$ cat src/rtl/sercfg_master.sv
module sercfg_master #(
  parameter int LEN_W         = 16,
  parameter int TMO_CYCLES    = 2_500_000,
  parameter int PROG_HOLD_CYC = 25,
  parameter int HALF_CYC      = 2
) (
  input  logic             clk,
  input  logic             rst_n,
  input  logic             start,
  input  logic             bulk_en,
  input  logic [LEN_W-1:0] byte_len,
  input  logic             readback_req,
  input  logic [7:0]       s_data,
  input  logic             s_valid,
  output logic             s_ready,
  output logic             cfg_prog,
  output logic             cfg_clk,
  output logic             cfg_dout,
  input  logic             init_n,
  input  logic             done_in,
  output logic             abort_o,
  output logic             rb_fail,
  output logic [5:0]       status
);

  localparam int CMAX = (TMO_CYCLES > PROG_HOLD_CYC) ? TMO_CYCLES : PROG_HOLD_CYC;
  localparam int CW   = $clog2(CMAX + 1);
  localparam int PW   = (HALF_CYC > 1) ? $clog2(HALF_CYC + 1) : 1;

  localparam logic [5:0] ST_BUSY = 6'b000001;
  localparam logic [5:0] ST_OK   = 6'b000010;
  localparam logic [5:0] ST_TILO = 6'b000100;
  localparam logic [5:0] ST_TIHI = 6'b001000;
  localparam logic [5:0] ST_TDN  = 6'b010000;
  localparam logic [5:0] ST_CRC  = 6'b100000;

  typedef enum logic [2:0] {
    S_IDLE, S_PROG_LO, S_PROG_HOLD, S_WAIT_HI, S_FETCH, S_SHIFT, S_DONE_WAIT
  } state_t;

  state_t           st;
  logic [CW-1:0]    tcnt;
  logic [PW-1:0]    pcnt;
  logic [LEN_W-1:0] acc_left, snd_left;
  logic             bulk_q, buf_v, hi;
  logic [7:0]       buf_d, sh;
  logic [2:0]       bitn;

  wire tmo_hit  = (tcnt == CW'(TMO_CYCLES - 1));
  wire half_end = (pcnt == PW'(HALF_CYC - 1));
  wire in_load  = (st == S_WAIT_HI) || (st == S_FETCH) || (st == S_SHIFT);

  assign s_ready = !buf_v && (acc_left != '0) &&
                   (bulk_q ? in_load : (st == S_FETCH));
  wire take = s_valid && s_ready;

  always_ff @(posedge clk or negedge rst_n) begin
    if (!rst_n) begin
      st       <= S_IDLE;
      tcnt     <= '0;
      pcnt     <= '0;
      acc_left <= '0;
      snd_left <= '0;
      bulk_q   <= 1'b0;
      buf_v    <= 1'b0;
      buf_d    <= '0;
      sh       <= '0;
      bitn     <= '0;
      hi       <= 1'b0;
      cfg_prog <= 1'b0;
      cfg_clk  <= 1'b0;
      cfg_dout <= 1'b0;
      abort_o  <= 1'b0;
      rb_fail  <= 1'b0;
      status   <= '0;
    end else begin
      abort_o <= 1'b0;
      rb_fail <= readback_req;
      if (take) begin
        buf_v    <= 1'b1;
        buf_d    <= s_data;
        acc_left <= acc_left - LEN_W'(1);
      end
      case (st)
        S_IDLE: begin
          cfg_clk  <= 1'b0;
          cfg_dout <= 1'b0;
          if (start) begin
            status   <= ST_BUSY;
            cfg_prog <= 1'b1;
            tcnt     <= '0;
            acc_left <= byte_len;
            snd_left <= byte_len;
            bulk_q   <= bulk_en;
            buf_v    <= 1'b0;
            st       <= S_PROG_LO;
          end
        end
        S_PROG_LO: begin
          if (!init_n) begin
            tcnt <= '0;
            st   <= S_PROG_HOLD;
          end else if (tmo_hit) begin
            status   <= ST_TILO;
            abort_o  <= 1'b1;
            cfg_prog <= 1'b0;
            st       <= S_IDLE;
          end else begin
            tcnt <= tcnt + CW'(1);
          end
        end
        S_PROG_HOLD: begin
          if (tcnt == CW'(PROG_HOLD_CYC - 1)) begin
            cfg_prog <= 1'b0;
            tcnt     <= '0;
            st       <= S_WAIT_HI;
          end else begin
            tcnt <= tcnt + CW'(1);
          end
        end
        S_WAIT_HI: begin
          if (init_n) begin
            st <= S_FETCH;
          end else if (tmo_hit) begin
            status  <= ST_TIHI;
            abort_o <= 1'b1;
            st      <= S_IDLE;
          end else begin
            tcnt <= tcnt + CW'(1);
          end
        end
        S_FETCH: begin
          if (snd_left == '0) begin
            cfg_clk  <= 1'b0;
            cfg_dout <= 1'b1;
            tcnt     <= '0;
            pcnt     <= '0;
            st       <= S_DONE_WAIT;
          end else if (!done_in && !init_n) begin
            status  <= ST_CRC;
            abort_o <= 1'b1;
            st      <= S_IDLE;
          end else if (buf_v) begin
            buf_v    <= 1'b0;
            sh       <= buf_d;
            cfg_dout <= buf_d[7];
            cfg_clk  <= 1'b0;
            bitn     <= '0;
            pcnt     <= '0;
            hi       <= 1'b0;
            snd_left <= snd_left - LEN_W'(1);
            st       <= S_SHIFT;
          end
        end
        S_SHIFT: begin
          if (!half_end) begin
            pcnt <= pcnt + PW'(1);
          end else begin
            pcnt <= '0;
            if (!hi) begin
              cfg_clk <= 1'b1;
              hi      <= 1'b1;
            end else if (bitn == 3'd7) begin
              st <= S_FETCH;
            end else begin
              bitn     <= bitn + 3'd1;
              sh       <= sh << 1;
              cfg_dout <= sh[6];
              cfg_clk  <= 1'b0;
              hi       <= 1'b0;
            end
          end
        end
        S_DONE_WAIT: begin
          if (done_in) begin
            status <= ST_OK;
            st     <= S_IDLE;
          end else if (tmo_hit) begin
            status <= ST_TDN;
            st     <= S_IDLE;
          end else begin
            tcnt <= tcnt + CW'(1);
            if (half_end) begin
              pcnt    <= '0;
              cfg_clk <= ~cfg_clk;
            end else begin
              pcnt <= pcnt + PW'(1);
            end
          end
        end
        default: st <= S_IDLE;
      endcase
    end
  end

endmodule

$ cat config.mk
export PLATFORM = sky130hd
export DESIGN_NAME = sercfg_master
export DESIGN_NICKNAME = d
export VERILOG_FILES = /design/src/rtl/sercfg_master.sv
export SDC_FILE = /design/constraint.sdc
export NUM_CORES = 1
export LEC_CHECK = 0
export ABC_AREA = 1
export BUFFER_PORTS_ARGS = -buffer_cell sky130_fd_sc_hd__buf_4
export CORE_MARGIN = 10
export CORE_UTILIZATION = 40
export CTS_BUF_LIST = sky130_fd_sc_hd__clkbuf_8
export CTS_CLUSTER_SIZE = 28
export DETAILED_ROUTE_END_ITERATION = 8
export PLACE_DENSITY_LB_ADDON = 0.2
export SLEW_MARGIN = 20
export SYNTH_ARGS = -nofsm -noshare
export SYNTH_HDL_FRONTEND = slang
export SYNTH_SLANG_ARGS = --single-unit
$ cat constraint.sdc
create_clock -name clk -period 1.6 [get_ports clk]
set_input_delay 0.16 -clock clk [delete_from_list [all_inputs] [get_ports clk]]
set_output_delay 0.16 -clock clk [all_outputs]
set_load 0.02 [all_outputs]
==> results_dict.tcl, run 1 <==
set metrics [dict create \
    slew_headroom_pct 78.1 \
    setup_ws_ns -0.189 \
    cp-endpoint "tcnt[5]$_DFFE_PN0P_" \
    maxCapViolations 0 \
    cp_data_required_time_ns 1.89 \
    drc_errors 0 \
    area_growth_pct 54.0 \
    status "complete, but fails checks" \
    critPathKind "flop to flop" \
    antenna_cells 0 \
    worstSetupEndpointType "flop" \
    yosysTopAreaCell "dfrtp_1" \
    first_global_vias 7119 \
    antenna_found_initial 0 \
    synth_edf_count 0 \
    p_leak_nw 4.91 \
    arrival_ns 2.08 \
    hpwl_um 14800 \
    syn_inst 971 \
    drtAntennaViolNets 0 \
    violations "negative setup slack" \
    first_pass_iters 5 \
    drt_wl_total_um 21700 \
    vias 7250 \
    cp-startpoint "st[2]$_DFFE_PN0P_" \
    synth-seq-cells 91 \
    boundaryPins 44 \
    h-tree-depth 3 \
    synth_nets 1012 \
    clock_path_buffers 2 \
    grt_use_total_pct 19.4 \
    die_area_um2 21400 \
    initial_utilization_pct 40.5 \
    synth-async-reset-ratio_pct 100 \
    period_share_pct 112 \
    rsz0062_at_grt "yes" \
    hold_class "input pin to flop" \
    cts_tree "yes" \
    drt_iter0_drc 496 \
    cts_sinks 91 \
    hold_violations 0 \
    final.setup_skew_ns 0.0110 \
    syn_area_per_cell_um2 6.56 \
    numCtsBuffers 9 \
    crit_path_max_fanout 7 \
    powerDensity_nw_per_um2 1680 \
    fp.dieW_um 146 \
    rrSetupSlack_ns -0.19 \
    synth_area_leaders "dfrtp_1 (36%), nand2_1 (21%), nor2_1 (7.0%)" \
    core_area_um2 15700 \
    place_congestion 0.872 \
    gr-total-overflow 0 \
    max_slew.worst_pin.slew_ns 0.328 \
    design_area_um2 9810 \
    r2r_cells 13 \
    synth-main-ff-cell "dfrtp_1" \
    setup_tns_ns -9.88 \
    rr_startpoint "st[2]$_DFFE_PN0P_" \
    setup_viol 85 \
    ys_seq_area_share_pct 35.8 \
    wl_per_cell_um 14.9 \
    nNetsFinal 1270 \
    grt_pass1_wl_um 34400 \
    worstSkewPairLatency_ns 0.39 \
    drv_slew 0 \
    rows 46 \
    grt_max_degree 59 \
    final_util_pct 62.4 \
    post-place-ws_ns -0.156 \
    start_kind "flop" \
    fp.dieH_um 146 \
    cts_root_buffer "clkbuf_8" \
    r2r-end "tcnt[5]$_DFFE_PN0P_" \
    vdd_drop_max_v 0.000913 \
    synth_top_area_share_pct 35.8 \
    yosysWarnings 0 \
    holdWs_ns 0.0332 \
    yosysUniqueCellTypes 39 \
    viasPerCell 5.00 \
    place_area_um2 8100 \
    period_needed_ns 1.79 \
    portBuffers 43 \
    layout-drive-gt1-share_pct 37.8 \
    fmax_mhz 559 \
    path_clk_slew_ns 0.10 \
    synth.cell_area_um2 6370 \
]
==> state kept, by name, summed over array words and instances (netlist names) <==
name	count
rb_fail	1
status	6
abort_o	1
snd_left	16
tcnt	22
st	3
bitn	3
acc_left	16
buf_v	1
buf_d	8
cfg_clk	1
hi	1
pcnt	2
sh	7
cfg_dout	1
cfg_prog	1
bulk_q	1
==> Yosys cell counts (all sizes together), types with 2 or more instances <==
cell,number
nand2,358
nor2,130
inv,105
dfrtp,91
nand3,85
o21ai,73
nand4,22
buf,19
xor2,15
nor3,12
o211ai,12
a21oi,9
ha,9
clkbuf,7
or2,7
mux2i,5
nand3b,5
xnor2,2
==> critical path: stages, from the launching register on <==
cell and delay (ns):
dfrtp_1 0.45, buf_12 0.17, buf_6 0.12, nor2_4 0.10, buf_6 0.12, nand2_4 0.06, nand2_2 0.08, nor2_2 0.03
nand2_2 0.09, clkinv_4 0.08, buf_12 0.14, clkbuf_16 0.17, nand2_2 0.05, nand2_1 0.04
==> final cells by class <==
type / count / area (µm²)
well taps: 216 / 270
fillers: 1362 / 5910
repair buffers: 272 / 2450
clock inverters: 4 / 47.5
inverters: 105 / 429
multi-input cells: 750 / 4170
flip-flops and latches: 91 / 2280
clock buffers: 12 / 165
==> through the flow <==
| stage | std cells | total power (W) |
|---|---|---|
| 3_3_place_gp | 1364 | 0.0113 |
| 6_report | 1450 | 0.0165 |
| 4_1_cts | 1433 | 0.0150 |
| 2_1_floorplan | 971 | 0.00810 |
| 5_1_grt | 1450 | 0.0176 |
| 3_5_place_dp | 1364 | 0.0114 |
==> repair_timing <==
action / in CTS / in global routing
hold buffers: 16 / 0
cloned: 6 / 2
gates resized for setup: 117 / 153
pin swaps: 30 / 56
buffers inserted: 32 / 17
endpoints found under the setup margin: 81 / 89
endpoints found under the hold margin: 72 / 0
==> layout by cell type, fill, tap and decap left out, types with 4 or more instances in the layout <==
master,Yosys,routed
nor2_1,118,83
nor2_2,8,28
nand3_4,1,6
nor3_1,11,9
o211ai_1,12,12
o21ai_0,51,22
o21ai_2,1,17
o21ai_1,21,33
inv_1,94,83
nand2_1,355,292
inv_2,10,14
dlygate4sd3_1,0,16
nand3_1,82,67
clkbuf_8,0,12
inv_4,1,4
nand3_2,2,12
mux2i_1,5,5
buf_6,5,33
nand2_2,3,52
dfrtp_1,91,90
buf_12,0,8
buf_16,0,4
or2_2,7,7
a21oi_1,6,6
nor2_4,4,19
xor2_1,15,15
buf_4,7,207
nand4_1,21,21
nand2_4,0,15
nand3b_1,5,5
==> how the worst min path moves through the flow <==
stage | slack, ns | to | from | depth (start not counted)
CTS | 0.01 | acc_left[11]$_DFF_PN0_ | byte_len[11] | 3
detailed placement | 0.06 | acc_left[2]$_DFF_PN0_ | rst_n | 1
floorplan | -0.14 | abort_o$_DFF_PN0_ | rst_n | 0
finish | 0.03 | acc_left[11]$_DFF_PN0_ | byte_len[11] | 3
global placement | 0.06 | acc_left[2]$_DFF_PN0_ | rst_n | 1
global route | 0.04 | acc_left[11]$_DFF_PN0_ | byte_len[11] | 3
==> power breakdown <==
part	internal [W]	switching, W	leakage, nW	total [W]
Combinational	0.00520	0.00579	3.62	0.0110
Clock	0.000851	0.000928	0.114	0.00178
Sequential	0.00310	0.000589	1.17	0.00369
==> logic make-up (layout without fill, tap and decap cells) <==
group | after synthesis | after routing | synth area share (%)
xor+xnor | 17 | 17 | 2.34
compound gates | 99 | 99 | 8.94
mux | 5 | 5 | 0.786
flops | 91 | 91 | 35.8
buf+inv | 131 | 393 | 8.88
simple gates | 619 | 620 | 41.5
fa+ha+maj | 9 | 9 | 1.77
==> metal layers <==
metal / wire, µm / track usage (%) / share of wire [%] / vias up
met3: 966 / 2.63 / 4.5 / 49
met1: 9560 / 24.4 / 44 / 3398
met5: 0 / 0 / 0 / -
met4: 599 / 7.76 / 2.8 / 0
li1: - / - / - / 3611
met2: 10500 / 32.7 / 49 / 192
Power figures use the tool's default switching activity.
==> run 2: changes to the inputs <==
Settings changed: TNS_END_PERCENT from default to 50.
==> results_dict.tcl, run 2 (synthesized netlist as in run 1, its figures left out) <==
set metrics [dict create \
    largest-register "tcnt" \
    drc_errors 0 \
    rr_startpoint "st[2]$_DFFE_PN0P_" \
    clock_path_buffers 2 \
    maxCapViolations 0 \
    seq_area_um2 2280 \
    mostFrequentLayoutCell "nand2_1" \
    max_slew.worst_pin.slew_ns 0.324 \
    final.setup_skew_ns 0.0105 \
    final_cell_mix "nand2_1 (303), buf_4 (210), dfrtp_1 (91)" \
    period_share_pct 112 \
    place_inst 1364 \
    r2r_cells 11 \
    worstSetupEndpointType "primary output" \
    status "complete, but fails checks" \
    multi_input_area_um2 4070 \
    cp-startpoint "st[0]$_DFFE_PN0P_" \
    grt_max_degree 59 \
    worstSkewPairLatency_ns 0.39 \
    dr.max_layer_used "met4" \
    grt_pass1_wl_um 33900 \
    setup_ws_ns -0.191 \
    post-place-ws_ns -0.156 \
    h-tree-depth 3 \
    initial_utilization_pct 40.5 \
    area_growth_pct 50.6 \
    crit_path_max_fanout 4 \
    rsz0062_at_grt "yes" \
    cp_data_required_time_ns 1.44 \
    p_leak_nw 4.83 \
    met2_length_um 10200 \
    portBuffers 43 \
    violations "negative setup slack" \
    drt_wl_total_um 21200 \
    viasPerCell 4.94 \
    powerDensity_nw_per_um2 1670 \
    cts_tree "yes" \
    boundaryPins 44 \
    met1_length_um 9640 \
    antenna_cells 0 \
    hpwl_um 14800 \
    setup_viol 87 \
    core_area_um2 15700 \
    drtAntennaViolNets 0 \
    fp.dieW_um 146 \
    nNetsFinal 1263 \
    grt_use_total_pct 19.0 \
    vdd_drop_max_v 0.000815 \
    r2r-end "acc_left[14]$_DFF_PN0_" \
    slew_headroom_pct 78.4 \
    drt_iter0_drc 489 \
    critPathKind "flop to primary output" \
    reg_top3 "tcnt: 22 flops, acc_left: 16 flops, snd_left: 16 flops" \
    hold_violations 0 \
    place_congestion 0.872 \
    first_pass_iters 5 \
    fmax_mhz 558 \
    arrival_ns 1.63 \
    period_needed_ns 1.79 \
    drv_slew 0 \
    hold_class "input pin to flop" \
    first_global_vias 7086 \
    wl_per_cell_um 14.7 \
    rows 46 \
    fillCellCount 1393 \
    die_area_um2 21400 \
    cp-endpoint "s_ready" \
    start_kind "flop" \
    layout-drive-gt1-share_pct 35.6 \
    wl_met3_um 719 \
    path_clk_slew_ns 0.10 \
    numCtsBuffers 9 \
    rrSetupSlack_ns -0.18 \
    antenna_found_initial 0 \
    vias 7131 \
    fp.dieH_um 146 \
    instances_no_fill 1443 \
    largest_register_ff_count 22 \
    cts_sinks 91 \
    cts_root_buffer "clkbuf_8" \
    gr-total-overflow 0 \
]
[run 2: cell count changes in the layout (fill, tap and decap cells not counted), moves of 3 or more]
| cell | delta |
|---|---|
| buf_4 | +3 |
| nand2_1 | +11 |
| nand2_2 | -10 |
| buf_6 | -9 |
| o21ai_1 | +5 |
| o21ai_2 | -5 |
[run 2: final cells by class]
| cell class | count | share of cell area, % |
|---|---|---|
| Inverter | 105 | 4.42 |
| Multi-Input combinational cell | 750 | 42.5 |
| Clock inverter | 4 | 0.496 |
| Tap cell | 216 | 2.82 |
| Timing Repair Buffer | 265 | 24.3 |
| Sequential cell | 91 | 23.8 |
| Clock buffer | 12 | 1.72 |
[run 2: metrics by stage]
step / TNS (ns) / hold slack, ns / util, % / cell area, µm² / power, W
6_report: -9.20 / 0.0305 / 61.0 / 9590 / 0.0160
3_5_place_dp: -5.58 / 0.0551 / 51.5 / 8100 / 0.0114
2_1_floorplan: 0 / -0.136 / - / 6390 / 0.00810
5_1_grt: -16.02 / 0.0379 / 61.0 / 9590 / 0.0172
4_1_cts: -7.23 / 0.0149 / 57.1 / 8970 / 0.0144
3_3_place_gp: -4.64 / 0.0597 / 51.5 / 8100 / 0.0113
[run 2: worst min-delay path by stage]
stage               slack, ns                     end    startpoint  cells after the start
floorplan               -0.14       abort_o$_DFF_PN0_         rst_n                      0
global placement         0.06   acc_left[2]$_DFF_PN0_         rst_n                      1
detailed placement       0.06   acc_left[2]$_DFF_PN0_         rst_n                      1
CTS                      0.01  acc_left[11]$_DFF_PN0_  byte_len[11]                      3
global route             0.04  acc_left[11]$_DFF_PN0_  byte_len[11]                      3
finish                   0.03  acc_left[11]$_DFF_PN0_  byte_len[11]                      3
[run 2: timing repair]
item                                    in CTS  in global routing
setup buffers                               23                 18
endpoints found under the hold margin       72                  0
gates resized for setup                     82                147
pin swaps                                   25                 41
endpoints found under the setup margin      81                 88
gates cloned                                 3                  4
hold buffers                                16                  0
[run 2: worst max-delay path: stages, from the launching register on]
cell,delay [ns]
dfrtp_1,0.43
nor2_2,0.15
nand2_2,0.07
buf_6,0.14
a21oi_4,0.15
nand2_2,0.08
nor2_4,0.10
buf_6,0.12
[run 2: per-layer routing]
metal / global-route usage, % / up-vias
li1: - / 3598
met1: 24.2 / 3328
met2: 31.8 / 162
met5: 0 / -
met4: 7.86 / 0
met3: 2.66 / 43
[run 2: power breakdown]
part	switching (W)	internal (W)	leakage, nW
combinational	0.00556	0.00498	3.54
clock	0.000928	0.000850	0.114
sequential	0.000583	0.00310	1.18
==> run 3: changes to the inputs <==
==> constraint.sdc (replaced) <==
create_clock -name clk -period 2.3 [get_ports clk]
set_input_delay 0 -clock clk [delete_from_list [all_inputs] [get_ports clk]]
set_output_delay 0 -clock clk [all_outputs]
set_load 0.02 [all_outputs]
==> results_dict.tcl, run 3 (synthesized netlist as in run 1, its figures left out) <==
set metrics [dict create \
    boundaryPins 44 \
    critPathKind "flop to flop" \
    period_share_pct 87.2 \
    maxCapViolations 0 \
    layout-drive-gt1-share_pct 10.9 \
    cts_sinks 91 \
    wl_per_cell_um 14.0 \
    clock_path_buffers 2 \
    portBuffers 43 \
    hpwl_um 13100 \
    period_needed_ns 2.01 \
    drt_iter0_drc 481 \
    worstSkewPairLatency_ns 0.38 \
    hold_class "input pin to flop" \
    vias 6205 \
    largest-register "tcnt" \
    worstSetupEndpointType "flop" \
    largest_register_ff_count 22 \
    h-tree-depth 3 \
    gr-total-overflow 0 \
    hold_violations 0 \
    final_cell_mix "nand2_1 (355), nor2_1 (118), inv_1 (95)" \
    max_slew.worst_pin.slew_ns 0.480 \
    fp.dieW_um 146 \
    first_pass_iters 5 \
    status "finished clean" \
    vdd_drop_max_v 0.000557 \
    numCtsBuffers 9 \
    mostFrequentLayoutCell "nand2_1" \
    fmax_mhz 498 \
    reg_top3 "tcnt: 22 flops, acc_left: 16 flops, snd_left: 16 flops" \
    setup_tns_ns 0 \
    nNetsFinal 1082 \
    drtAntennaViolNets 0 \
    fp.dieH_um 146 \
    antenna_cells 0 \
    drv_slew 0 \
    die_area_um2 21400 \
    cts_tree "yes" \
    cts_root_buffer "clkbuf_8" \
    powerDensity_nw_per_um2 1060 \
    place_congestion 0.921 \
    final.setup_skew_ns 0.0155 \
    holdWs_ns 0.0422 \
    area_growth_pct 16.0 \
    drc_errors 0 \
    final_util_pct 47.0 \
    setup_viol 0 \
    grt_pass1_wl_um 29300 \
    arrival_ns 2.33 \
    initial_utilization_pct 40.5 \
    grt_use_total_pct 16.5 \
    antenna_found_initial 0 \
    first_global_vias 5989 \
    path_clk_slew_ns 0.10 \
    crit_path_max_fanout 27 \
    power.total_w 0.00781 \
    grt_max_degree 45 \
    start_kind "flop" \
    rsz0062_at_grt "no" \
    p_leak_nw 3.71 \
    slew_headroom_pct 67.9 \
    rows 46 \
    cp_data_required_time_ns 2.63 \
    viasPerCell 4.92 \
    drt_wl_total_um 17600 \
    core_area_um2 15700 \
]
run 3: cell type report:
class	count	area [µm²]
tap	216	270
clock inverter	7	72.6
sequential	91	2280
inverter	105	399
multi-input combinational	749	3520
clock buffer	9	124
timing repair buffer	85	721
fill	1646	8330
run 3: worst paths after layout:
kind | from | to | slack [ns] | cells past startpoint
max | st[1]$_DFFE_PN0P_ | acc_left[15]$_DFF_PN0_ | 0.29 | 10
min in group asynchronous | rst_n | rb_fail$_DFF_PN0_ | 0.10 | 2
min | start | cfg_prog$_DFFE_PN0P_ | 0.04 | 5
max in group asynchronous | rst_n | abort_o$_DFF_PN0_ | 1.58 | 3
min reg2reg | status[4]$_DFFE_PN0P_ | status[4]$_DFFE_PN0P_ | 0.48 | 2
max reg2reg | st[1]$_DFFE_PN0P_ | acc_left[15]$_DFF_PN0_ | 0.29 | 10
run 3: power breakdown:
part	switching (W)	internal, W
clock	0.000651	0.000509
combinational	0.00266	0.00135
sequential	0.000488	0.00215
total	0.00380	0.00401
run 3: metrics by stage:
stage | area [µm²] | instances | worst slack (ns)
after floorplan | 6370 | 971 | 0.624
final | 7390 | 1262 | 0.293
after CTS | 7380 | 1262 | 0.239
after detailed placement | 6910 | 1218 | 0.277
after global routing | 7390 | 1262 | 0.0143
after global placement | 6910 | 1218 | 0.296
run 3: worst max-delay path, cell delays in order (launching register included):
cell,delay (ns)
dfrtp_1,0.59
nand2_1,0.20
nor2_4,0.18
nor2_1,0.08
inv_2,0.08
nand4_4,0.24
inv_4,0.32
nand2_1,0.09
nand3_1,0.08
nand2_1,0.05
inv_1,0.04
run 3: metal layers:
metal  global-route usage, %  wire, µm
met1                    21.2      8160
met2                    27.4      8430
met3                    2.47       701
met4                    5.81       337
met5                       0         0
run 3: what timing repair did:
action                                 in CTS  in global routing
buffers inserted                            0                  0
gates resized for setup                     0                  2
hold buffers                               28                  0
endpoints found under the hold margin     111                  0
setup endpoints to repair                   0                  1
